<file path="config.mk">
export PLATFORM = sky130hd
export DESIGN_NAME = dur_event_gen
export DESIGN_NICKNAME = d
export VERILOG_FILES = /design/src/rtl/dur_event_pkg.sv /design/src/rtl/dur_pend_trk.sv /design/src/rtl/dur_port_cls.sv /design/src/rtl/dur_event_gen.sv
export SDC_FILE = /design/constraint.sdc
export NUM_CORES = 1
export LEC_CHECK = 0
export BUFFER_PORTS_ARGS = -buffer_cell sky130_fd_sc_hd__buf_4
export CAP_MARGIN = 40
export CORE_MARGIN = 5
export CORE_UTILIZATION = 41
export CTS_CLUSTER_DIAMETER = 40
export DETAILED_ROUTE_END_ITERATION = 12
export PLACE_DENSITY = 0.75
export SLEW_MARGIN = 20
export SYNTH_ARGS = -nofsm -noshare
export SYNTH_HDL_FRONTEND = slang
export SYNTH_SLANG_ARGS = --single-unit
</file>
<file path="constraint.sdc">
create_clock -name clk_i -period 0.95 [get_ports clk_i]
set_clock_uncertainty 0.05 [all_clocks]
set_input_delay 0.0475 -clock clk_i [delete_from_list [all_inputs] [get_ports clk_i]]
set_output_delay 0.0475 -clock clk_i [all_outputs]
set_load 0.02 [all_outputs]
</file>
<file path="src/rtl/dur_event_pkg.sv">
package dur_event_pkg;

  typedef struct packed {
    logic wr;
    logic rd;
    logic idle;
    logic lat;
  } dur_ev_t;

  localparam dur_ev_t DUR_EV_NONE = '{wr: 1'b0, rd: 1'b0, idle: 1'b0, lat: 1'b0};

endpackage

</file>
<file path="src/rtl/dur_pend_trk.sv">
module dur_pend_trk (
  input  logic clk_i,
  input  logic rst_ni,
  input  logic req_i,
  input  logic ack_i,
  output logic pend_o
);

  logic pend_q;
  logic pend_d;

  // request without acknowledge arms, acknowledge clears
  always_comb begin
    pend_d = pend_q;
    if (ack_i)      pend_d = 1'b0;
    else if (req_i) pend_d = 1'b1;
  end

  always_ff @(posedge clk_i or negedge rst_ni) begin
    if (!rst_ni) pend_q <= 1'b0;
    else         pend_q <= pend_d;
  end

  assign pend_o = pend_q;

  p_pend_arm_r6: assert property (@(posedge clk_i) disable iff (!rst_ni)
    (req_i && !ack_i) |=> pend_q);

  p_pend_hold_r6: assert property (@(posedge clk_i) disable iff (!rst_ni)
    (pend_q && !ack_i) |=> pend_q);

  p_pend_clr_r5: assert property (@(posedge clk_i) disable iff (!rst_ni)
    ack_i |=> !pend_q);

endmodule

</file>
<file path="src/rtl/dur_port_cls.sv">
module dur_port_cls
  import dur_event_pkg::*;
(
  input  logic    clk_i,
  input  logic    rst_ni,
  input  logic    req_i,
  input  logic    ack_i,
  input  logic    wr_beat_i,
  input  logic    rd_beat_i,
  input  logic    pend_i,
  output dur_ev_t ev_o
);

  dur_ev_t ev_d;
  dur_ev_t ev_q;
  logic    outstanding;
  logic    beat;

  assign outstanding = req_i | pend_i;
  assign beat        = wr_beat_i | rd_beat_i;

  // data beats win over waiting; write wins over read
  always_comb begin
    ev_d = DUR_EV_NONE;
    if (wr_beat_i)                 ev_d.wr   = 1'b1;
    else if (rd_beat_i)            ev_d.rd   = 1'b1;
    else if (!outstanding)         ev_d.idle = 1'b1;
    else if (!ack_i)               ev_d.lat  = 1'b1;
  end

  always_ff @(posedge clk_i or negedge rst_ni) begin
    if (!rst_ni) ev_q <= DUR_EV_NONE;
    else         ev_q <= ev_d;
  end

  assign ev_o = ev_q;

  p_wr_beat_r1: assert property (@(posedge clk_i) disable iff (!rst_ni)
    wr_beat_i |=> (ev_q.wr && !ev_q.rd));

  p_rd_beat_r2: assert property (@(posedge clk_i) disable iff (!rst_ni)
    (rd_beat_i && !wr_beat_i) |=> ev_q.rd);

  p_idle_r3: assert property (@(posedge clk_i) disable iff (!rst_ni)
    (!req_i && !pend_i && !beat) |=> ev_q.idle);

  p_wait_r4: assert property (@(posedge clk_i) disable iff (!rst_ni)
    (outstanding && !ack_i && !beat) |=> ev_q.lat);

  p_no_lat_ack_r5: assert property (@(posedge clk_i) disable iff (!rst_ni)
    ack_i |=> !ev_q.lat);

  p_beat_not_lat_r7: assert property (@(posedge clk_i) disable iff (!rst_ni)
    (outstanding && beat) |=> !ev_q.lat);

  p_excl_r8: assert property (@(posedge clk_i) disable iff (!rst_ni)
    $onehot0(ev_q));

  p_rst_low_r9: assert property (@(posedge clk_i)
    !rst_ni |-> (ev_q == DUR_EV_NONE));

endmodule

</file>
<file path="src/rtl/dur_event_gen.sv">
module dur_event_gen
  import dur_event_pkg::*;
#(
  parameter int NPORT = 4
) (
  input  logic             clk_i,
  input  logic             rst_ni,
  input  logic [NPORT-1:0] req_i,
  input  logic [NPORT-1:0] ack_i,
  input  logic [NPORT-1:0] wr_beat_i,
  input  logic [NPORT-1:0] rd_beat_i,
  output logic [NPORT-1:0] wr_dur_o,
  output logic [NPORT-1:0] rd_dur_o,
  output logic [NPORT-1:0] idle_o,
  output logic [NPORT-1:0] lat_dur_o
);

  localparam int PW = (NPORT > 1) ? $clog2(NPORT) : 1;

  logic    [NPORT-1:0] pend;
  dur_ev_t [NPORT-1:0] ev;

  for (genvar p = 0; p < NPORT; p++) begin : g_port
    localparam logic [PW-1:0] PIDX = PW'(p);

    dur_pend_trk u_pend (
      .clk_i  (clk_i),
      .rst_ni (rst_ni),
      .req_i  (req_i[PIDX]),
      .ack_i  (ack_i[PIDX]),
      .pend_o (pend[p])
    );

    dur_port_cls u_cls (
      .clk_i     (clk_i),
      .rst_ni    (rst_ni),
      .req_i     (req_i[PIDX]),
      .ack_i     (ack_i[PIDX]),
      .wr_beat_i (wr_beat_i[PIDX]),
      .rd_beat_i (rd_beat_i[PIDX]),
      .pend_i    (pend[p]),
      .ev_o      (ev[p])
    );

    assign wr_dur_o[p]  = ev[p].wr;
    assign rd_dur_o[p]  = ev[p].rd;
    assign idle_o[p]    = ev[p].idle;
    assign lat_dur_o[p] = ev[p].lat;
  end

endmodule

</file>
**After elaboration in Yosys (flattened, before gate mapping)**

Cells that the tools add are included.

- Flip-flop bits (word level): 20
- Bits of input ports: 18
- Output and inout bits: 16

- Muxes and demuxes: 36
- Bitwise logic cells: 4
- Reduce and logical (&&, ||, !) cells: 4

Operators by type and width:

| kind | count |
|---|---|
| $mux 1 | 28 |
| $mux 3 | 4 |
| $mux 2 | 4 |
| $reduce_bool 2->1 | 4 |
| $or 1x1->1 | 4 |

**Depth between registers and ports, before layout**

Gate-level depths: netlist (run 1).

- Word-level depth: 4
- Gate-level depth with buffers: 2
- Mapped depth without buffers: 2

**Hierarchy**

From an unflattened synthesis (run 1), not the netlist that was laid out.

- Cell total of the unflattened synthesis: 40
- Area total of the unflattened synthesis: 630.6 um^2

Modules (own cells, without submodules):

| module | instances | cells an instance | area each (um^2) |
|---|---|---|---|
| dur_port_cls | 4 | 8 | 122.6 |
| dur_pend_trk | 4 | 2 | 35.0 |

**Least setup slack after synthesis (run 1)**

Ideal clock, no wire load.

- Path kind: register to register
- Start: register g_port[0].u_pend.pend_q
- End: register g_port[0].u_cls.ev_q, in the netlist g_port[0].u_cls.ev_o[1]
- Setup time: 0.101 ns
- Data arrival time: 0.573 ns
- Data required time: 0.799 ns
- Slack: 0.226 ns
- Cell stages (with the launch flop): 2
- Path buffers: 0
- Clock period less this slack: 0.724 ns
- Cell sequence: dfrtp_1 -> nor4_1

RTL lines:

| element | RTL line | text |
|---|---|---|
| from (decl) | dur_pend_trk.sv:9 | `logic pend_q;` |
| from (signal assigned) | dur_pend_trk.sv:21 | `else pend_q <= pend_d;` |
| to (signal assigned) | dur_port_cls.sv:33 | `else ev_q <= ev_d;` |
| to (decl) | dur_port_cls.sv:15 | `dur_ev_t ev_q;` |

**Worst setup path after layout (run 1)**

- Start: register g_port[2].u_cls.ev_q, in the netlist g_port[2].u_cls.ev_o[2]
- End: output rd_dur_o[2]

RTL lines:

| element | RTL line | text |
|---|---|---|
| from (decl) | dur_port_cls.sv:15 |  |
| from (signal assigned) | dur_port_cls.sv:33 |  |
| to (decl) | dur_event_gen.sv:13 | `output logic [NPORT-1:0] rd_dur_o,` |

No word-level cell between the ends.

==> impl_results.html, run 1 <==
<table>
<tr><th>Metric</th><th>Value</th></tr>
<tr><th colspan="2">Detailed routing</th></tr>
<tr><td>Drt drc</td><td>0</td></tr>
<tr><td>Initial DRT Pass Iterations</td><td>3</td></tr>
<tr><td>Wirelength, routed</td><td>between 1500 and 2000 µm</td></tr>
<tr><td>Routed wire per std cell</td><td>about 16 µm</td></tr>
<tr><td>Number of vias after detailed routing</td><td>~530</td></tr>
<tr><td>Count of antenna-violating nets left after detailed routing</td><td>0</td></tr>
<tr><td>Post-detailed-route via-to-cell ratio</td><td>approximately 4.8</td></tr>
<tr><td>Violation count after the first detailed-route iteration</td><td>5</td></tr>
<tr><th colspan="2">Global routing</th></tr>
<tr><td>Overflow left after global routing</td><td>0</td></tr>
<tr><td>GRT Total Usage</td><td>~16%</td></tr>
<tr><td>Antenna violations before repair</td><td>0</td></tr>
<tr><td>First-pass GRT wire length</td><td>between 2000 and 3000 µm</td></tr>
<tr><td>Number of global-route vias before repair</td><td>approximately 620</td></tr>
<tr><td>Largest net degree at the start of global routing</td><td>21</td></tr>
<tr><th colspan="2">Setup path</th></tr>
<tr><td>CP startpoint</td><td>g_port[2].u_cls.ev_o[2]</td></tr>
<tr><td>Source of the worst register-to-register timing path</td><td>g_port[1].u_pend.pend_o</td></tr>
<tr><td>CP delay by family, top</td><td>flip-flops</td></tr>
<tr><td>Arrival time worst endpoint</td><td>roughly 0.83 ns</td></tr>
<tr><td>Critical path class</td><td>reg -&gt; out</td></tr>
<tr><td>Slowest stage cell on the critical path</td><td>dfrtp_1</td></tr>
<tr><td>Worst Path Buf+Inv</td><td>1</td></tr>
<tr><td>Kind of end point of the critical path</td><td>output pin</td></tr>
<tr><td>Highest cell delay on the worst timing path</td><td>~0.40 ns</td></tr>
<tr><td>Critical-path cell list</td><td>buf_6</td></tr>
<tr><td>Critical path startpoint category</td><td>flop</td></tr>
<tr><td>Req. time, crit path</td><td>~0.85 ns</td></tr>
<tr><td>Largest fanout on the critical path</td><td>1</td></tr>
<tr><th colspan="2">Timing</th></tr>
<tr><td>Slew Limit Headroom</td><td>83.2%</td></tr>
<tr><td>Fmax</td><td>about 1100 MHz</td></tr>
<tr><td>Setup repair after global routing missed its margin</td><td>yes</td></tr>
<tr><td>Worst-Margin Slew</td><td>about 0.25 ns</td></tr>
<tr><td>Number of hold-slack violations in the final timing report</td><td>0</td></tr>
<tr><td>Minimum clock period after layout</td><td>0.924 ns</td></tr>
<tr><td>Worst-case setup margin in the final layout</td><td>around 0.026 ns</td></tr>
<tr><td>Count of final setup violators</td><td>0</td></tr>
<tr><td>Max-slew violation count</td><td>0</td></tr>
<tr><td>Period Utilization, post-route</td><td>97.3%</td></tr>
<tr><th colspan="2">Final layout</th></tr>
<tr><td>Share of post-route cells with drive strength above 1</td><td>a little over two fifths</td></tr>
<tr><td>Number of standard cells in the final layout excluding fillers</td><td>110</td></tr>
<tr><td>Diode insertion count for antenna repair</td><td>0</td></tr>
<tr><td>Synthesis-to-layout area growth</td><td>86.4%</td></tr>
<tr><td>Commonest cells after routing, fill and taps aside</td><td>20 x dfrtp_1, 19 x buf_4, 17 x dlygate4sd3_1</td></tr>
<tr><td>Most frequent standard cell in the layout excluding fill and tap cells</td><td>dfrtp_1</td></tr>
<tr><td>Post-route standard cell area excluding fillers</td><td>0.00115 mm²</td></tr>
<tr><td>Number of nets in the layout</td><td>113</td></tr>
<tr><td>Final standard cell utilization of the core</td><td>78.1%</td></tr>
<tr><th colspan="2">Floorplanning</th></tr>
<tr><td>Floorplan die height</td><td>48.8 µm</td></tr>
<tr><td>Number of rows in the core area</td><td>14</td></tr>
<tr><td>Area of the core</td><td>0.00147 mm²</td></tr>
<tr><td>Die extent in x</td><td>48.8 µm</td></tr>
<tr><td>Count of pins on the block boundary</td><td>34</td></tr>
<tr><td>Area of the die</td><td>approximately 0.0024 mm²</td></tr>
<tr><td>Effective utilization at floorplan</td><td>roughly two fifths</td></tr>
<tr><th colspan="2">CTS</th></tr>
<tr><td>Cts bufs inserted</td><td>3</td></tr>
<tr><td>Clk pin slew, worst setup/hold paths</td><td>~0.11 ns</td></tr>
<tr><td>Longest Clk Path Bufs</td><td>2</td></tr>
<tr><td>Clock latency at the later pin of the worst-skew pair</td><td>just under 0.3 ns</td></tr>
<tr><td>Htree depth</td><td>1</td></tr>
<tr><td>Clock sink total</td><td>20</td></tr>
<tr><td>Master cell of the clock root buffer</td><td>clkbuf_4</td></tr>
<tr><td>TritonCTS clock tree</td><td>done</td></tr>
<tr><th colspan="2">Placed design</th></tr>
<tr><td>Cell total after placement</td><td>between 80 and 90</td></tr>
<tr><td>Post-place setup slack</td><td>between 0.15 and 0.2 ns</td></tr>
<tr><td>Count of input and output buffers</td><td>33</td></tr>
<tr><td>Final GP Congestion</td><td>0.715</td></tr>
<tr><td>Area after DPL</td><td>around 900 µm²</td></tr>
<tr><td>Sum of net half-perimeters after detailed placement</td><td>~1000 µm</td></tr>
<tr><th colspan="2">Yosys</th></tr>
<tr><td>Unique masters post-synth</td><td>6</td></tr>
<tr><td>Proportion of synthesized chip area in sequential cells</td><td>just over 80%</td></tr>
<tr><td>Area of the mapped netlist</td><td>roughly 600 µm²</td></tr>
<tr><td>Cell count after synthesis</td><td>40</td></tr>
<tr><td>Flip-flop and latch count after synthesis</td><td>20</td></tr>
<tr><td>Yosys warning count</td><td>0</td></tr>
<tr><td>Synthesized area divided by synthesized cell count</td><td>15.4 µm²</td></tr>
<tr><td>Synthesized netlist net count</td><td>just under 60</td></tr>
<tr><th colspan="2">Flow run</th></tr>
<tr><td>Maximum capacitance violations</td><td>0</td></tr>
<tr><th colspan="2">Status</th></tr>
<tr><td>Status</td><td>complete, no violations</td></tr>
<tr><th colspan="2">Power and ir drop</th></tr>
<tr><td>Total chip power</td><td>around 0.0017 W</td></tr>
<tr><td>Maximum ir drop on the vdd rail</td><td>between 1000 and 1500 µV</td></tr>
<tr><td>Cell Pwr Density</td><td>1450 mW/mm²</td></tr>
<tr><td>Leakage dissipation</td><td>between 0.5 and 0.6 nW</td></tr>
<tr><th colspan="2">Hold path</th></tr>
<tr><td>Worst hold path class</td><td>in -&gt; async</td></tr>
</table>
final timing paths:
path | slack, ns | to | cells past startpoint
hold reg to reg | 0.39 | g_port[0].u_cls.ev_o[1] | 1
hold / removal | 0.13 | g_port[0].u_cls.ev_o[1] | 2
min in group clk_i | 0.39 | g_port[0].u_cls.ev_o[3] | 2
setup / recovery | 0.03 | rd_dur_o[2] | 1
max in group asynchronous | 0.51 | g_port[1].u_cls.ev_o[1] | 2
setup reg to reg | 0.13 | g_port[1].u_cls.ev_o[1] | 1
cell families after synthesis:
family,share of synthesized area [%]
flops,81.1
simple gates,18.9
metrics by stage:
step	hold slack [ns]	TNS, ns
final	0.132	0
after global routing	0.160	-0.106
after CTS	0.0948	0
after detailed placement	-0.113	0
after global placement	-0.120	0
after floorplan	-0.298	0
registers in the layout, indices dropped and copies added, names as in the netlist:
signal,count
g_port.u_cls.ev_o,16
g_port.u_pend.pend_o,4
area by class of cell:
type	count	area, µm²
clock buffers	4	36.3
flip-flops and latches	20	500
multi-input cells	20	123
well taps	16	20.0
repair buffers	50	470
fillers	97	322
metal layers:
metal  wire length, µm  share of wire, %  track usage (%)  up-vias
met5                 0                 0                0        -
met4                78               4.5             13.0        0
met3                68               3.9             2.75        6
met2              1010                58             29.1       25
met1               574                33             16.1      249
li1                  -                 -                -      246
power by group:
| group | total (W) | internal (W) | switching, W |
|---|---|---|---|
| combinational | 0.000279 | 0.000159 | 0.000120 |
| sequential | 0.000911 | 0.000891 | 0.0000205 |
| clock | 0.000474 | 0.000233 | 0.000241 |
| total | 0.00167 | 0.00128 | 0.000382 |
cells in the mapped netlist (all sizes together):
library cell,number,share of area (%)
and2b,2,2.8
nor2,8,4.9
nor4,8,9.1
dfrtp,20,81
nor2b,2,2.0
timing repair:
item / CTS / global route
buffers inserted: 0 / 0
gates resized for setup: 1 / 14
hold buffers: 17 / 0
hold endpoints to repair: 40 / 0
setup endpoints to repair: 1 / 15
Note: power is estimated with default switching activity, not from simulation.
==> run 2, diff against run 1 <==
ABC_AREA = 1   (was unset)
CORE_UTILIZATION = 42   (was 41)
==> run 2 against run 1 <==
Compared with the run above:
- the run now ends with negative setup slack left
- count of clock-buffer cells in the layout is 1 lower
- via count is 9.5% higher
- routed wire length down 1.2%
- fmax is 5.7% lower
- first-iteration DRC count grew 20%
- sequential share of layout area fell by 1.3 points
==> impl_results.html, run 2 <==
<table>
<tr><th>Metric</th><th>Value</th></tr>
<tr><th colspan="2">Hold path</th></tr>
<tr><td>Worst hold path class</td><td>in -&gt; async</td></tr>
<tr><th colspan="2">Detailed routing</th></tr>
<tr><td>Wirelength, routed</td><td>1710 µm</td></tr>
<tr><td>Drt drc</td><td>0</td></tr>
<tr><td>Routed wire per std cell</td><td>~13 µm</td></tr>
<tr><td>Metal1 wirelength</td><td>about 710 µm</td></tr>
<tr><td>Number of vias after detailed routing</td><td>~580</td></tr>
<tr><td>Initial DRT Pass Iterations</td><td>4</td></tr>
<tr><td>Count of antenna-violating nets left after detailed routing</td><td>0</td></tr>
<tr><td>Met2 WL post-DR</td><td>approximately 860 µm</td></tr>
<tr><td>Violation count after the first detailed-route iteration</td><td>6</td></tr>
<tr><td>Uppermost metal layer occupied by signal nets</td><td>met4</td></tr>
<tr><td>Post-detailed-route via-to-cell ratio</td><td>about 4.5</td></tr>
<tr><td>Met3 Wirelength</td><td>132 µm</td></tr>
<tr><th colspan="2">CTS</th></tr>
<tr><td>Htree depth</td><td>1</td></tr>
<tr><td>Clk pin slew, worst setup/hold paths</td><td>approximately 0.12 ns</td></tr>
<tr><td>Longest Clk Path Bufs</td><td>2</td></tr>
<tr><td>Cts bufs inserted</td><td>3</td></tr>
<tr><td>Clock sink total</td><td>20</td></tr>
<tr><td>Master cell of the clock root buffer</td><td>clkbuf_4</td></tr>
<tr><td>Clock latency at the later pin of the worst-skew pair</td><td>approximately 0.28 ns</td></tr>
<tr><td>TritonCTS clock tree</td><td>done</td></tr>
<tr><th colspan="2">Floorplanning</th></tr>
<tr><td>Effective utilization at floorplan</td><td>roughly 44%</td></tr>
<tr><td>Area of the die</td><td>around 0.0025 mm²</td></tr>
<tr><td>Count of pins on the block boundary</td><td>34</td></tr>
<tr><td>Number of rows in the core area</td><td>14</td></tr>
<tr><td>Die extent in x</td><td>about 50 µm</td></tr>
<tr><td>Floorplan die height</td><td>roughly 50 µm</td></tr>
<tr><td>Area of the core</td><td>between 0.0015 and 0.002 mm²</td></tr>
<tr><th colspan="2">Setup path</th></tr>
<tr><td>Arrival time worst endpoint</td><td>1.15 ns</td></tr>
<tr><td>Critical path class</td><td>in -&gt; reg</td></tr>
<tr><td>Critical path startpoint category</td><td>input pin</td></tr>
<tr><td>Largest fanout on the critical path</td><td>2</td></tr>
<tr><td>Kind of end point of the critical path</td><td>flop</td></tr>
<tr><td>Req. time, crit path</td><td>roughly 1.1 ns</td></tr>
<tr><th colspan="2">Timing</th></tr>
<tr><td>Count of final setup violators</td><td>2</td></tr>
<tr><td>Worst-case setup margin in the final layout</td><td>-0.0301 ns</td></tr>
<tr><td>Minimum clock period after layout</td><td>~0.98 ns</td></tr>
<tr><td>Number of hold-slack violations in the final timing report</td><td>0</td></tr>
<tr><td>Slew Limit Headroom</td><td>between 80% and 90%</td></tr>
<tr><td>Period Utilization, post-route</td><td>103%</td></tr>
<tr><td>Setup repair after global routing missed its margin</td><td>yes</td></tr>
<tr><td>Fmax</td><td>between 1000 and 1500 MHz</td></tr>
<tr><td>Worst-Margin Slew</td><td>approximately 0.24 ns</td></tr>
<tr><td>Max-slew violation count</td><td>0</td></tr>
<tr><th colspan="2">Power and ir drop</th></tr>
<tr><td>Internal Power</td><td>roughly 0.0012 W</td></tr>
<tr><td>Fraction of power consumed by sequential logic</td><td>between 50% and 60%</td></tr>
<tr><td>Logic pwr share</td><td>~18%</td></tr>
<tr><td>Maximum ir drop on the vdd rail</td><td>roughly 1100 µV</td></tr>
<tr><td>NetSw</td><td>between 0.0003 and 0.0004 W</td></tr>
<tr><td>Leakage dissipation</td><td>around 0.64 nW</td></tr>
<tr><td>Switching power share of the total</td><td>between 20% and 30%</td></tr>
<tr><td>Cell Pwr Density</td><td>approximately 1300 mW/mm²</td></tr>
<tr><td>Proportion of power drawn by the clock network</td><td>about a quarter</td></tr>
<tr><td>Total chip power</td><td>0.00159 W</td></tr>
<tr><th colspan="2">Global routing</th></tr>
<tr><td>Number of global-route vias before repair</td><td>600</td></tr>
<tr><td>Largest net degree at the start of global routing</td><td>21</td></tr>
<tr><td>Overflow left after global routing</td><td>0</td></tr>
<tr><td>First-pass GRT wire length</td><td>~2800 µm</td></tr>
<tr><td>Antenna violations before repair</td><td>0</td></tr>
<tr><td>GRT Total Usage</td><td>around 15%</td></tr>
<tr><th colspan="2">Placed design</th></tr>
<tr><td>Count of input and output buffers</td><td>33</td></tr>
<tr><td>Sum of net half-perimeters after detailed placement</td><td>around 980 µm</td></tr>
<tr><td>Final GP Congestion</td><td>0.710</td></tr>
<tr><td>Area after DPL</td><td>slightly above 900 µm²</td></tr>
<tr><th colspan="2">Yosys</th></tr>
<tr><td>Synthesized area divided by synthesized cell count</td><td>roughly 11 µm²</td></tr>
<tr><td>Main area contributors after synthesis</td><td>dfrtp_1 75%, nor2_1 8.5%, inv_1 6.8%</td></tr>
<tr><td>Cell count after synthesis</td><td>59</td></tr>
<tr><td>Synthesized netlist net count</td><td>77</td></tr>
<tr><td>Proportion of netlist area held by the largest area contributor</td><td>75.3%</td></tr>
<tr><td>Primary FF master, synth</td><td>dfrtp_1</td></tr>
<tr><td>Share of async-settable or async-resettable flops after synthesis</td><td>100%</td></tr>
<tr><td>Count of flip-flops with a built-in enable after synthesis</td><td>0</td></tr>
<tr><td>Yosys warning count</td><td>0</td></tr>
<tr><td>Most used standard cell by instance count after synthesis</td><td>dfrtp_1</td></tr>
<tr><td>Area of the mapped netlist</td><td>around 660 µm²</td></tr>
<tr><td>Proportion of synthesized chip area in sequential cells</td><td>75.3%</td></tr>
<tr><td>List of most frequent post-synthesis cells</td><td>20 x dfrtp_1, 15 x nor2_1, 12 x inv_1</td></tr>
<tr><td>Unique masters post-synth</td><td>7</td></tr>
<tr><td>Post-synthesis cell type with the largest combined area</td><td>dfrtp_1</td></tr>
<tr><td>Flip-flop and latch count after synthesis</td><td>20</td></tr>
<tr><th colspan="2">Final layout</th></tr>
<tr><td>Most frequent standard cell in the layout excluding fill and tap cells</td><td>dfrtp_1</td></tr>
<tr><td>Diode insertion count for antenna repair</td><td>0</td></tr>
<tr><td>Filler Cell Count</td><td>slightly below 90</td></tr>
<tr><td>Number of nets in the layout</td><td>around 130</td></tr>
<tr><td>Footprint of the multi-input gates</td><td>~120 µm²</td></tr>
<tr><td>Share of post-route cells with drive strength above 1</td><td>32.1%</td></tr>
<tr><td>Storage element area</td><td>between 500 and 600 µm²</td></tr>
<tr><td>Commonest cells after routing, fill and taps aside</td><td>20 x dfrtp_1, 17 x dlygate4sd3_1, 17 x buf_4</td></tr>
<tr><td>Post-route standard cell area excluding fillers</td><td>0.00118 mm²</td></tr>
<tr><td>Synthesis-to-layout area growth</td><td>78.3%</td></tr>
<tr><td>Max FFs per register</td><td>16</td></tr>
<tr><th colspan="2">Status</th></tr>
<tr><td>Violations in the final reports</td><td>negative setup slack</td></tr>
<tr><td>Status</td><td>finished with violations</td></tr>
<tr><th colspan="2">Flow run</th></tr>
<tr><td>Maximum capacitance violations</td><td>0</td></tr>
</table>
## run 2: power groups by stage
stage                     clock network, W   logic, W  registers [W]
final                             0.000395   0.000286       0.000911
after global routing              0.000464   0.000312       0.000916
after CTS                         0.000392   0.000264       0.000904
after detailed placement                 0   0.000208       0.000921
after global placement                   0   0.000204       0.000919
after floorplan                          0  0.0000388       0.000958
## run 2: cells by family (layout without fill, tap and decap cells)
kind of cell	count (synthesis)	count (layout)	share of synthesized area [%]
AOI/OAI and AO/OA	4	4	3.01
buffers and inverters	12	65	6.78
DFF	20	20	75.3
and+or+nand+nor	23	23	14.9
## run 2: timing repair
action | CTS | global route
setup endpoints to repair | 0 | 19
gates resized for setup | 0 | 17
hold buffers | 17 | 0
endpoints found under the hold margin | 40 | 0
buffers inserted | 0 | 0
## run 2: layout make-up
| cell class | instances | share of cell area, % |
|---|---|---|
| Clock buffer | 3 | 1.90 |
| Inverter | 12 | 3.80 |
| Multi-Input combinational cell | 27 | 10.0 |
| Sequential cell | 20 | 42.2 |
| Tap cell | 16 | 1.69 |
| Timing Repair Buffer | 50 | 40.3 |
## run 2: per-layer routing
| layer | vias to the layer above | track usage, % |
|---|---|---|
| li1 | 277 | - |
| met4 | 0 | 7.86 |
| met5 | - | 0 |
| met1 | 272 | 17.2 |
| met3 | 2 | 5.72 |
| met2 | 25 | 24.4 |
## run 2: path summary, 6_finish.rpt
path / startpoint / endpoint / slack, ns / cells after the start
worst max-delay path: rd_beat_i[2] / g_port[2].u_cls.ev_o[0] / -0.03 / 4
worst min-delay path: rst_ni / g_port[2].u_cls.ev_o[3] / 0.10 / 2
worst min register to register: g_port[0].u_pend.pend_o / g_port[0].u_cls.ev_o[1] / 0.45 / 3
max in group asynchronous: rst_ni / g_port[0].u_cls.ev_o[0] / 0.53 / 2
worst max register to register: g_port[2].u_pend.pend_o / g_port[2].u_cls.ev_o[0] / 0.05 / 2
min in group clk_i: wr_beat_i[1] / g_port[1].u_cls.ev_o[3] / 0.37 / 2
## run 2: through the flow
stage | TNS, ns | setup slack (ns) | util [%] | hold WS [ns] | instances
floorplan | 0 | 0.181 | - | -0.298 | 59
global placement | 0 | 0.158 | 61.9 | -0.117 | 108
detailed placement | 0 | 0.112 | 61.9 | -0.113 | 108
CTS | 0 | 0.00562 | 74.7 | 0.104 | 128
global route | -0.280 | -0.0535 | 78.7 | 0.110 | 128
finish | -0.0405 | -0.0301 | 78.7 | 0.102 | 128
## run 2: worst max-delay path, stage by stage
cell	delay [ns]
dlygate4sd3_1	0.56
buf_4	0.15
or2_0	0.21
nor2_1	0.18
